[src/rtl/burst_seq_pkg.sv]
package burst_seq_pkg;

    // Number of address bits that the burst sequence walks through
    localparam int BURST_W   = 2;
    localparam int BURST_LEN = 1 << BURST_W;

    typedef logic [BURST_W-1:0] bpos_t;

    // Kind of cycle decided at each rising edge
    typedef enum logic [1:0] {
        CYC_HOLD = 2'b00,
        CYC_STEP = 2'b01,
        CYC_LOAD = 2'b10
    } cyc_e;

    // Order in which the low bits are visited
    typedef enum logic {
        ORD_LINEAR     = 1'b0,
        ORD_INTERLEAVE = 1'b1
    } order_e;

    // Captured start bits plus how far the burst has advanced
    typedef struct packed {
        bpos_t start;
        bpos_t pos;
    } burst_ctx_t;

    // Low address bits for a given start value, position and order
    function automatic bpos_t seq_lsb(input bpos_t start, input bpos_t pos, input order_e ord);
        bpos_t res;
        if (ord == ORD_INTERLEAVE) begin
            res = start ^ pos;
        end else begin
            res = bpos_t'(start + pos);
        end
        return res;
    endfunction

    // Next burst position, wrapping after the last address
    function automatic bpos_t next_pos(input bpos_t pos);
        return bpos_t'(pos + 1'b1);
    endfunction

endpackage

[src/rtl/burst_cmd_decode.sv]
module burst_cmd_decode
    import burst_seq_pkg::*;
(
    input  logic strb_cpu_n,
    input  logic strb_ctl_n,
    input  logic adv_n,
    output cyc_e kind
);

    logic any_strobe;

    assign any_strobe = ~(strb_cpu_n & strb_ctl_n);

    // A strobe always outranks the advance input
    always_comb begin
        if (any_strobe) begin
            kind = CYC_LOAD;
        end else if (!adv_n) begin
            kind = CYC_STEP;
        end else begin
            kind = CYC_HOLD;
        end
    end

endmodule

[src/rtl/burst_ctx_reg.sv]
module burst_ctx_reg
    import burst_seq_pkg::*;
#(
    parameter int ADDR_W = 18,
    localparam int UP_W  = ADDR_W - BURST_W
)(
    input  logic              clk,
    input  logic              rst,
    input  cyc_e              kind,
    input  logic [ADDR_W-1:0] ext_addr,
    output logic [UP_W-1:0]   upper_q,
    output burst_ctx_t        ctx_q
);

    always_ff @(posedge clk) begin
        if (rst) begin
            upper_q <= '0;
            ctx_q   <= '0;
        end else begin
            unique case (kind)
                CYC_LOAD: begin
                    upper_q     <= ext_addr[ADDR_W-1:BURST_W];
                    ctx_q.start <= ext_addr[BURST_W-1:0];
                    ctx_q.pos   <= '0;
                end
                CYC_STEP: begin
                    ctx_q.pos <= next_pos(ctx_q.pos);
                end
                default: begin
                end
            endcase
        end
    end

    AST_STEP_ADVANCES: assert property (@(posedge clk) disable iff (rst)
        (kind == CYC_STEP) |=> (ctx_q.pos == bpos_t'($past(ctx_q.pos) + 1'b1)));

    AST_HOLD_KEEPS_CTX: assert property (@(posedge clk) disable iff (rst)
        (kind == CYC_HOLD) |=> ($stable(ctx_q) && $stable(upper_q)));

    AST_STEP_KEEPS_START: assert property (@(posedge clk) disable iff (rst)
        (kind == CYC_STEP) |=> ($stable(ctx_q.start) && $stable(upper_q)));

endmodule

[src/rtl/burst_order_calc.sv]
module burst_order_calc
    import burst_seq_pkg::*;
#(
    parameter int ADDR_W = 18,
    localparam int UP_W  = ADDR_W - BURST_W
)(
    input  logic              order_sel,
    input  logic [UP_W-1:0]   upper_q,
    input  burst_ctx_t        ctx_q,
    output logic [ADDR_W-1:0] addr
);

    bpos_t lsb;

    assign lsb  = seq_lsb(ctx_q.start, ctx_q.pos, order_e'(order_sel));
    assign addr = {upper_q, lsb};

endmodule

[src/rtl/burst_addr_gen.sv]
module burst_addr_gen
    import burst_seq_pkg::*;
#(
    parameter int ADDR_W = 18
)(
    input  logic              clk,
    input  logic              rst,
    input  logic              strb_cpu_n,
    input  logic              strb_ctl_n,
    input  logic              adv_n,
    input  logic              order_sel,
    input  logic [ADDR_W-1:0] ext_addr,
    output logic [ADDR_W-1:0] addr_out,
    output logic [BURST_W-1:0] burst_pos
);

    localparam int UP_W = ADDR_W - BURST_W;

    cyc_e            kind;
    logic [UP_W-1:0] upper_q;
    burst_ctx_t      ctx_q;

    burst_cmd_decode u_decode (
        .strb_cpu_n (strb_cpu_n),
        .strb_ctl_n (strb_ctl_n),
        .adv_n      (adv_n),
        .kind       (kind)
    );

    burst_ctx_reg #(.ADDR_W(ADDR_W)) u_ctx (
        .clk      (clk),
        .rst      (rst),
        .kind     (kind),
        .ext_addr (ext_addr),
        .upper_q  (upper_q),
        .ctx_q    (ctx_q)
    );

    burst_order_calc #(.ADDR_W(ADDR_W)) u_order (
        .order_sel (order_sel),
        .upper_q   (upper_q),
        .ctx_q     (ctx_q),
        .addr      (addr_out)
    );

    assign burst_pos = ctx_q.pos;

    AST_LOAD_TAKES_EXT: assert property (@(posedge clk) disable iff (rst)
        (!strb_cpu_n || !strb_ctl_n) |=> ((addr_out == $past(ext_addr)) && (burst_pos == '0)));

    AST_UPPER_HELD: assert property (@(posedge clk) disable iff (rst)
        (strb_cpu_n && strb_ctl_n) |=> $stable(addr_out[ADDR_W-1:BURST_W]));

    AST_LINEAR_NEXT: assert property (@(posedge clk) disable iff (rst)
        (strb_cpu_n && strb_ctl_n && !adv_n && !order_sel) |=>
        (order_sel || (addr_out[BURST_W-1:0] == bpos_t'($past(addr_out[BURST_W-1:0]) + 1'b1))));

    AST_INTERLEAVE_START: assert property (@(posedge clk) disable iff (rst)
        (strb_cpu_n && strb_ctl_n && order_sel) |=>
        (!order_sel || ((addr_out[BURST_W-1:0] ^ burst_pos) == $past(addr_out[BURST_W-1:0] ^ burst_pos))));

    AST_WRAP_TO_FIRST: assert property (@(posedge clk) disable iff (rst)
        (strb_cpu_n && strb_ctl_n && !adv_n && (burst_pos == bpos_t'(BURST_LEN - 1))) |=>
        (burst_pos == '0));

endmodule

[config.mk]
export PLATFORM = sky130hd
export DESIGN_NAME = burst_addr_gen
export DESIGN_NICKNAME = d
export VERILOG_FILES = /design/src/rtl/burst_seq_pkg.sv /design/src/rtl/burst_cmd_decode.sv /design/src/rtl/burst_ctx_reg.sv /design/src/rtl/burst_order_calc.sv /design/src/rtl/burst_addr_gen.sv
export SDC_FILE = /design/constraint.sdc
export NUM_CORES = 1
export LEC_CHECK = 0
export ABC_AREA = 0
export BUFFER_PORTS_ARGS = -buffer_cell sky130_fd_sc_hd__buf_2
export CAP_MARGIN = 0
export CORE_MARGIN = 3
export CORE_UTILIZATION = 46
export DETAILED_ROUTE_END_ITERATION = 7
export PLACE_DENSITY = 0.91
export RECOVER_POWER = 50
export REMOVE_ABC_BUFFERS = 1
export SLEW_MARGIN = 20
export SYNTH_ARGS = -nofsm -noshare
export SYNTH_HDL_FRONTEND = slang
export SYNTH_SLANG_ARGS = --single-unit
[constraint.sdc]
create_clock -name clk -period 2.1 [get_ports clk]
set_clock_uncertainty 0.15 [all_clocks]
set_input_delay 0.21 -clock clk [delete_from_list [all_inputs] [get_ports clk]]
set_output_delay 0.21 -clock clk [all_outputs]
set_load 0.03 [all_outputs]
==> results of run 1 <==
[cell type report]
class	instances	share of cell area, %
multi-input combinational	65	31.4
sequential	20	37.0
timing repair buffer	49	25.5
clock buffer	4	3.36
tap	24	2.78
[report_power, final]
part	total, mW	switching [mW]	internal [mW]
Sequential	0.413	0.0112	0.401
Combinational	0.152	0.0952	0.0566
Clock	0.222	0.117	0.106
[metrics by stage]
step	worst slack [ns]	instance area, um^2	util [%]	power [mW]
after floorplan	0.448	757	-	0.510
after global placement	0.793	1000	62.9	0.562
after detailed placement	0.742	1000	62.9	0.568
after CTS	0.407	1090	68.3	0.789
after global routing	0.314	1080	67.8	0.820
final	0.427	1080	67.8	0.787
[synth_stat cells, types with 2 or more instances]
library cell / count
clkbuf_1: 2
buf_4: 2
nor2b_1: 2
nand2_2: 2
buf_2: 2
nand2_1: 35
a21oi_2: 10
xnor2_1: 3
a21oi_1: 8
dfxtp_1: 20
[sequential cells by signal, indices dropped and copies added, names as in the netlist]
name and count:
u_ctx.upper_q 16, u_ctx.ctx_q 4
[kinds of logic after synthesis]
logic type | share of synthesized area (%)
compound gates | 15.5
xor+xnor | 3.19
fa+ha+maj | 1.52
buf+inv | 8.19
flops | 48.6
simple gates | 23.1
[worst max-delay path, stage by stage, from the launching register on]
cell	delay, ns
dfxtp_1	0.38
ha_1	0.14
nor2b_1	0.17
xnor2_1	0.12
buf_2	0.21
[repair_timing]
action                                 in CTS  in global routing
endpoints found under the hold margin       5                  1
hold buffers                                5                  1
buffers inserted                            0                  0
[routing by layer]
layer	track usage (%)	vias up	part of all wire (%)
met4	4.27	0	0.50
met5	0	-	0
met1	17.5	338	43
met2	29.6	29	50
li1	-	386	-
met3	5.21	2	6.7
[final timing paths]
kind / end / cells past startpoint
max: addr_out[1] / 4
min: u_ctx.ctx_q[2]$_SDFFE_PP0N_ / 3
max reg2reg: u_ctx.ctx_q[1]$_SDFFE_PP0P_ / 3
min reg2reg: u_ctx.upper_q[9]$_SDFFE_PP0N_ / 2
==> results.py, run 1 <==
metrics = {
    "global_routing": {
        "grt_pass1_vias": 724,
        "grt_max_degree": 21,
        "track_usage_pct": 16.0,
        "grt_overflow": 0,
        "grt_antenna_before_repair": 0,
        "grt_pass1_wl_um": 3020,
    },
    "power": {
        "p_leak_nw": 0.530,
        "peakVddDrop_mv": 0.452,
        "p_per_area_mw_per_mm2": 728,
    },
    "finish": {
        "finalNonFillerCells": 162,
        "antenna_cells": 0,
        "nFillCells": 132,
        "final_common_cell": "buf_2",
        "final_cell_mix": "buf_2 (43), nand2_1 (35), dfxtp_1 (20)",
        "syn_to_final_growth_pct": 31.1,
        "nets": 164,
        "seqCellArea_um2": 400,
        "drive_above_1_share_pct": 41.3,
        "multiInputGateArea_um2": 339,
    },
    "yosys": {
        "netlist-cell-type-count": 17,
        "netlist_instances": 93,
        "yosysTopAreaCellShare_pct": 48.6,
        "synth_flop_cell": "dfxtp_1",
        "synth-seq-cells": 20,
        "synth_seq_area_share_pct": 48.6,
        "synth-edff-count": 0,
        "async_flop_share_pct": 0,
        "syn_area_um2": 825,
        "syn_area_per_cell_um2": 8.87,
        "synth_area_leaders": "dfxtp_1 (49%), nand2_1 (16%), a21oi_2 (11%), a21oi_1 (4.9%), xnor2_1 (3.2%)",
        "yosys_warnings": 0,
        "yosys.area.top_type": "dfxtp_1",
    },
    "critical_path": {
        "path_class": "reg2out",
        "crit_required_ns": 1.74,
        "worstPathMaxFanout": 4,
        "startpoint": "u_ctx.ctx_q[0]$_SDFFE_PP0P_",
        "crit_arrival_ns": 1.31,
        "r2r-start": "u_ctx.ctx_q[0]$_SDFFE_PP0P_",
        "r2r_setup_slack_ns": 1.10,
        "cp-end-kind": "output port",
        "cp-start-kind": "register",
    },
    "worst_hold_path": {
        "hold_class": "in2reg",
        "min_from": "ext_addr[0]",
    },
    "routing": {
        "drt_iter0_drc": 15,
        "vias": 755,
        "wirelength_um": 1810,
        "drtAntennaViolNets": 0,
        "drc_errors": 0,
        "vias_per_cell": 4.66,
        "drtPass1Iterations": 4,
        "wl_per_cell_um": 11.2,
    },
    "floorplanning": {
        "start_util_pct": 51.7,
        "boundaryPins": 44,
        "core_mm2": 0.00159,
        "die-area_mm2": 0.00234,
        "die-width_um": 48.3,
        "die_h_um": 48.3,
        "row_count": 14,
    },
    "timing": {
        "worstMarginPinSlew_ns": 0.602,
        "hold_viol_final": 1,
        "setup_tns_ns": 0,
        "fin_hold_ws_ns": -0.00404,
        "rsz0062_at_grt": "false",
        "post-route-period-util_pct": 79.7,
        "maxSlewHeadroom_pct": 59.8,
        "final_max_slew_viol_count": 0,
        "fmax_mhz": 598,
        "setup_viol": 0,
        "period_minus_slack_ns": 1.67,
    },
    "clock_tree": {
        "cts_tree": "done",
        "clkTransAtPathRegs_ns": 0.11,
        "cts_resized": 0,
        "cts_root_buffer": "clkbuf_4",
        "cts_buffers": 3,
        "clk_latency_ns": 0.29,
        "htreeDepth": 1,
        "tritoncts_num_sinks": 20,
        "clock_path_buffers": 2,
    },
    "place": {
        "place.port_buffers": 43,
        "dp_hpwl_um": 1280,
        "gp_congestion": 0.671,
        "placedCellCount": 152,
    },
    "flow_run": {
        "max_cap_viol_count": 0,
    },
    "run_status": {
        "violations": "negative hold slack",
        "status": "finished, violations left",
    },
}
(Power assumes the default switching activity.)
==> inputs of run 2 (changes only) <==
--- a/config.mk
+++ b/config.mk
@@ -5,13 +5,13 @@
 export SDC_FILE = /design/constraint.sdc
 export NUM_CORES = 1
 export LEC_CHECK = 0
-export ABC_AREA = 0
+export ABC_AREA = 1
 export BUFFER_PORTS_ARGS = -buffer_cell sky130_fd_sc_hd__buf_2
 export CAP_MARGIN = 0
 export CORE_MARGIN = 3
-export CORE_UTILIZATION = 46
+export CORE_UTILIZATION = 38
 export DETAILED_ROUTE_END_ITERATION = 7
-export PLACE_DENSITY = 0.91
+export PLACE_DENSITY = 0.81
 export RECOVER_POWER = 50
 export REMOVE_ABC_BUFFERS = 1
 export SLEW_MARGIN = 20
==> constraint.sdc (replaced) <==
create_clock -name clk -period 1.4 [get_ports clk]
set_clock_uncertainty 0.15 [all_clocks]
set_input_delay 0.14 -clock clk [delete_from_list [all_inputs] [get_ports clk]]
set_output_delay 0.14 -clock clk [all_outputs]
set_load 0.03 [all_outputs]
==> run 2 against run 1 <==
Count of clock-buffer cells in the layout is the same. Sequential cell count unchanged. Routed wire length increased by 22%. Total power grew 57%. The flow finishes with violations (negative setup slack). Sequential power grew 52%. Global-route usage is 1.2 points higher. Critical path type unchanged. Final area rose by 16%. Hold slack improved by 0.013 ns. Die area is 17% higher. Register-to-register slack lost 0.70 ns. Cell count increased by 20%. Largest power group unchanged. Worst setup slack lost 0.57 ns.
==> results.py, run 2 <==
metrics = {
    "finish": {
        "reg_top3": "u_ctx.upper_q x16, u_ctx.ctx_q x4",
        "largest_reg_flops": 16,
        "final_common_cell": "buf_2",
        "final_cell_mix": "buf_2 (41), nor2_1 (39), dlygate4sd3_1 (18), dfxtp_1 (18), o21ai_0 (15)",
        "drive_above_1_share_pct": 32.9,
        "antenna_cells": 0,
        "syn_to_final_growth_pct": 54.0,
        "regMostFlops": "u_ctx.upper_q",
        "nets": 193,
    },
    "clock_tree": {
        "clk_latency_ns": 0.29,
        "clock_path_buffers": 2,
        "htreeDepth": 1,
        "tritoncts_num_sinks": 20,
        "cts_tree": "done",
        "cts_root_buffer": "clkbuf_4",
        "clkTransAtPathRegs_ns": 0.11,
        "cts_buffers": 3,
    },
    "floorplanning": {
        "die_h_um": 52.3,
        "die-width_um": 52.3,
        "row_count": 16,
        "start_util_pct": 40.7,
        "boundaryPins": 44,
        "die-area_mm2": 0.00274,
        "core_mm2": 0.00200,
    },
    "power": {
        "pwr-share-seq_pct": 50.6,
        "internal-power_mw": 0.882,
        "power_frac_comb_pct": 23.2,
        "peakVddDrop_mv": 0.670,
        "p_per_area_mw_per_mm2": 985,
        "power_switching_share_pct": 28.7,
        "power_frac_clock_pct": 26.1,
        "p_leak_nw": 0.622,
        "p_switching_mw": 0.356,
    },
    "yosys": {
        "syn_area_um2": 816,
        "syn_area_per_cell_um2": 7.62,
        "synth_seq_area_share_pct": 49.1,
        "synth_area_leaders": "dfxtp_1 (49%), nor2_1 (18%), o21ai_0 (8.6%), nand2_1 (4.1%), inv_1 (3.2%)",
        "netlist_instances": 107,
        "yosys.area.top_type": "dfxtp_1",
        "netlist-cell-type-count": 17,
        "synth-seq-cells": 20,
        "async_flop_share_pct": 0,
        "synthMostInstantiatedCell": "nor2_1",
        "yosysTopAreaCellShare_pct": 49.1,
        "ys_top_cells_by_count": "nor2_1 (39), dfxtp_1 (20), o21ai_0 (14)",
        "yosys_warnings": 0,
        "synth-edff-count": 0,
        "synth_flop_cell": "dfxtp_1",
    },
    "place": {
        "place.port_buffers": 43,
        "dp_hpwl_um": 1340,
        "pre_cts_ws_ns": 0.114,
        "gp_congestion": 0.582,
    },
    "worst_hold_path": {
        "min_from": "adv_n",
        "hold_class": "in2reg",
        "hold_depth": 4,
    },
    "run_status": {
        "violations": "negative setup slack",
        "status": "finished, violations left",
    },
    "timing": {
        "timing.final.ws_setup_ns": -0.142,
        "final_max_slew_viol_count": 0,
        "maxSlewHeadroom_pct": 70.3,
        "setup_viol": 1,
        "fmax_mhz": 648,
        "period_minus_slack_ns": 1.54,
        "fin_hold_ws_ns": 0.00945,
        "post-route-period-util_pct": 110,
        "hold_viol_final": 0,
        "rsz0062_at_grt": "true",
        "worstMarginPinSlew_ns": 0.443,
    },
    "routing": {
        "drtPass1Iterations": 4,
        "vias": 876,
        "wirelength_um": 2210,
        "vias_per_cell": 4.52,
        "drt_iter0_drc": 13,
        "drc_errors": 0,
        "wl_per_cell_um": 11.4,
        "drtAntennaViolNets": 0,
    },
    "critical_path": {
        "crit_required_ns": 1.11,
        "startpoint": "u_ctx.ctx_q[0]$_SDFFE_PP0P_",
        "worstPathMaxFanout": 4,
        "reg2reg_depth": 5,
        "crit_arrival_ns": 1.25,
        "cp-end-kind": "output port",
        "cp-start-kind": "register",
        "r2r-start": "u_ctx.ctx_q[0]$_SDFFE_PP0P_",
        "path_class": "reg2out",
    },
    "global_routing": {
        "grt_antenna_before_repair": 0,
        "grt_pass1_vias": 839,
        "track_usage_pct": 17.3,
        "grt_pass1_wl_um": 3570,
        "grt_overflow": 0,
        "grt_max_degree": 20,
    },
    "flow_run": {
        "max_cap_viol_count": 0,
    },
}
==> run 2: changes by cell type after synthesis, moves of 7 or more <==
cell | previous run | this run
a21oi_1 | 8 | 0
a21oi_2 | 10 | 0
inv_1 | 0 | 7
nand2_1 | 35 | 9
nor2_1 | 0 | 39
o21ai_0 | 0 | 14
==> run 2: cells by family (layout without fill, tap and decap cells) <==
family / Yosys count / in the layout / synth area share (%)
simple gates: 53 / 53 / 26.7
flops: 20 / 20 / 49.1
compound gates: 19 / 19 / 11.7
buf+inv: 14 / 74 / 11.0
fa+ha+maj: 1 / 1 / 1.53
==> run 2: final timing paths <==
kind,slack (ns),endpoint
setup / recovery,-0.14,addr_out[1]
hold / removal,0.009,u_ctx.ctx_q[1]$_SDFFE_PP0P_
setup reg to reg,0.40,u_ctx.ctx_q[1]$_SDFFE_PP0P_
hold reg to reg,0.36,u_ctx.upper_q[15]$_SDFFE_PP0N_
==> run 2: worst max-delay path: stages, from the launching register on <==
cell and delay [ns]:
dfxtp_4 0.39, ha_4 0.13, inv_2 0.02, nor2_1 0.08
nand3_1 0.08, nand2_1 0.07, inv_1 0.05, buf_6 0.13
==> run 2: final cells by class <==
| type | count | area (um^2) |
|---|---|---|
| clock buffer | 4 | 36.3 |
| fill | 183 | 746 |
| sequential | 20 | 405 |
| tap | 27 | 33.8 |
| inverter | 9 | 38.8 |
| timing repair buffer | 61 | 404 |
| multi-input combinational | 73 | 338 |
==> run 2: power groups by stage <==
stage | Clock [mW] | Combinational, mW | Sequential (mW)
final | 0.323 | 0.288 | 0.627
after global routing | 0.357 | 0.313 | 0.632
after CTS | 0.334 | 0.283 | 0.628
after detailed placement | 0 | 0.240 | 0.638
after global placement | 0 | 0.234 | 0.636
after floorplan | 0 | 0.0836 | 0.706
==> run 2: stage by stage <==
stage	std cells	TNS, ns	utilization [%]	area (um^2)	total power, mW
finish	194	-0.142	62.7	1260	1.24
CTS	194	-0.134	62.5	1250	1.25
detailed placement	172	0	50.6	1010	0.878
global route	194	-0.178	62.7	1260	1.30
floorplan	102	0	-	764	0.790
global placement	172	0	50.6	1010	0.870
==> run 2: routing by layer <==
| metal | up-vias | global-route usage [%] | share of wire (%) |
|---|---|---|---|
| met5 | - | 0 | 0 |
| met4 | 0 | 2.55 | 0 |
| met3 | 0 | 3.99 | 6.1 |
| met2 | 30 | 34.3 | 52 |
| met1 | 392 | 18.3 | 42 |
| li1 | 454 | - | - |
==> run 2: repair_timing <==
action | 4_1_cts | 5_1_grt
resized for setup | 7 | 3
setup endpoints to repair | 2 | 2
setup buffers | 0 | 0
pin swaps | 1 | 0
hold buffers | 18 | 0
endpoints found under the hold margin | 18 | 0
==> inputs of run 3 (changes only) <==
--- a/config.mk
+++ b/config.mk
@@ -14,6 +14,7 @@
 export PLACE_DENSITY = 0.81
 export RECOVER_POWER = 50
 export REMOVE_ABC_BUFFERS = 1
+export SKIP_CTS_REPAIR_TIMING = 1
 export SLEW_MARGIN = 20
 export SYNTH_ARGS = -nofsm -noshare
 export SYNTH_HDL_FRONTEND = slang
==> run 3 against run 2 <==
The run still ends with negative setup slack left. Sequential power about the same. Cell count increased by 0.52%. Hold slack better by 0.0021 ns. Clock power barely moved. Highest routed layer unchanged.
==> results.py, run 3 (synthesized netlist as in run 2, its figures left out) <==
metrics = {
    "run_status": {
        "status": "finished, violations left",
        "violations": "negative setup slack",
    },
    "power": {
        "p_per_area_mw_per_mm2": 979,
        "power_frac_clock_pct": 26.1,
        "p_switching_mw": 0.354,
        "power_switching_share_pct": 28.6,
        "p_leak_nw": 0.627,
        "internal-power_mw": 0.883,
        "power_frac_comb_pct": 23.3,
        "peakVddDrop_mv": 0.670,
        "pwr-share-seq_pct": 50.6,
    },
    "critical_path": {
        "cp-start-kind": "register",
        "crit_required_ns": 1.11,
        "worstPathMaxFanout": 3,
        "crit_path_max_incr_delay_ns": 0.39,
        "crit_arrival_ns": 1.26,
        "cp-end-kind": "output port",
        "path_class": "reg2out",
        "cp_slowest_cell": "dfxtp_4",
        "cp_cell_sequence": "ha_4, inv_2, nor2_1, nand3_1, nand2_1, inv_1, buf_6",
    },
    "finish": {
        "reg_top3": "u_ctx.upper_q x16, u_ctx.ctx_q x4",
        "regMostFlops": "u_ctx.upper_q",
        "antenna_cells": 0,
        "largest_reg_flops": 16,
        "final_cell_mix": "buf_2 (41), nor2_1 (39), dlygate4sd3_1 (18), dfxtp_1 (18), o21ai_0 (16)",
        "drive_above_1_share_pct": 33.3,
        "syn_to_final_growth_pct": 54.9,
        "design_area_mm2": 0.00126,
        "final_common_cell": "buf_2",
        "nets": 194,
        "finalNonFillerCells": 195,
    },
    "clock_tree": {
        "cts_buffers": 3,
        "cts_tree": "done",
        "cts_root_buffer": "clkbuf_4",
        "tritoncts_num_sinks": 20,
        "clkTransAtPathRegs_ns": 0.11,
        "htreeDepth": 1,
        "clock_path_buffers": 2,
        "clk_latency_ns": 0.28,
    },
    "timing": {
        "hold_viol_final": 0,
        "rsz0062_at_grt": "true",
        "timing.final.ws_setup_ns": -0.146,
        "period_minus_slack_ns": 1.55,
        "post-route-period-util_pct": 110,
        "maxSlewHeadroom_pct": 70.2,
        "fmax_mhz": 647,
        "setup_viol": 1,
        "final_max_slew_viol_count": 0,
        "worstMarginPinSlew_ns": 0.444,
    },
    "routing": {
        "drt_iter0_drc": 11,
        "wl_per_cell_um": 11.3,
        "wirelength_um": 2210,
        "vias": 879,
        "drtAntennaViolNets": 0,
        "drtPass1Iterations": 4,
        "drc_errors": 0,
        "vias_per_cell": 4.51,
    },
    "place": {
        "pre_cts_ws_ns": 0.114,
        "placedCellCount": 172,
        "dp_hpwl_um": 1340,
        "post_dp_cell_area_mm2": 0.00101,
        "place.port_buffers": 43,
        "gp_congestion": 0.582,
    },
    "floorplanning": {
        "die-width_um": 52.3,
        "row_count": 16,
        "die_h_um": 52.3,
        "start_util_pct": 40.7,
        "boundaryPins": 44,
        "die-area_mm2": 0.00274,
        "core_mm2": 0.00200,
    },
    "global_routing": {
        "grt_max_degree": 20,
        "grt_pass1_wl_um": 3030,
        "grt_antenna_before_repair": 0,
        "grt_pass1_vias": 726,
        "grt_overflow": 0,
        "track_usage_pct": 14.3,
    },
    "flow_run": {
        "max_cap_viol_count": 0,
    },
    "worst_hold_path": {
        "hold_class": "in2reg",
    },
}
==> run 3: changes by cell type in the layout (fill, tap and decap cells not counted) <==
cell | before | now
o21ai_1 | 4 | 3
buf_4 | 1 | 2
o21ai_0 | 15 | 16
==> run 3: worst paths after layout <==
kind | start | endpoint | slack (ns) | depth (start not counted)
setup / recovery | u_ctx.ctx_q[0]$_SDFFE_PP0P_ | addr_out[1] | -0.15 | 7
setup reg to reg | u_ctx.ctx_q[0]$_SDFFE_PP0P_ | u_ctx.ctx_q[1]$_SDFFE_PP0P_ | 0.31 | 6
hold / removal | adv_n | u_ctx.ctx_q[1]$_SDFFE_PP0P_ | 0.01 | 4
hold reg to reg | u_ctx.upper_q[15]$_SDFFE_PP0N_ | u_ctx.upper_q[15]$_SDFFE_PP0N_ | 0.36 | 2
==> run 3: through the flow <==
step / util, % / power, mW / hold WS (ns) / TNS, ns
finish: 63.1 / 1.24 / 0.0116 / -0.146
global route: 63.1 / 1.30 / 0.0162 / -0.180
CTS: 52.4 / 1.20 / -0.0917 / -0.235
detailed placement: 50.6 / 0.878 / 0.221 / 0
global placement: 50.6 / 0.870 / 0.212 / 0
floorplan: - / 0.790 / 0.118 / 0
==> run 3: power by group through the flow <==
stage          combinational [mW]  clock, mW  sequential [mW]
2_1_floorplan              0.0836          0            0.706
3_3_place_gp                0.234          0            0.636
3_5_place_dp                0.240          0            0.638
4_1_cts                     0.240      0.334            0.626
5_1_grt                     0.314      0.357            0.632
6_report                    0.288      0.323            0.626
==> run 3: area by class of cell <==
class                   count  area (um^2)
repair buffers             62          412
clock buffers               4         36.3
flip-flops and latches     20          405
well taps                  27         33.8
fillers                   179          738
inverters                   9         38.8
multi-input cells          73          338
==> run 3: layer usage <==
metal	share of wire (%)	vias up	wire length (um)	GRT usage [%]
met5	0	-	0	0
met4	0	0	0	2.55
met3	6.1	0	134	3.70
met2	52	30	1160	25.4
met1	41	394	915	17.2
li1	-	455	-	-
==> run 3: critical path: cells and delay by family (launching register included) <==
kind                     cells  cell delay [ns]
buffers and inverters        3             0.20
AND/OR/NAND/NOR              3             0.23
flip-flops                   1             0.39
adder cells (fa/ha/maj)      1             0.14
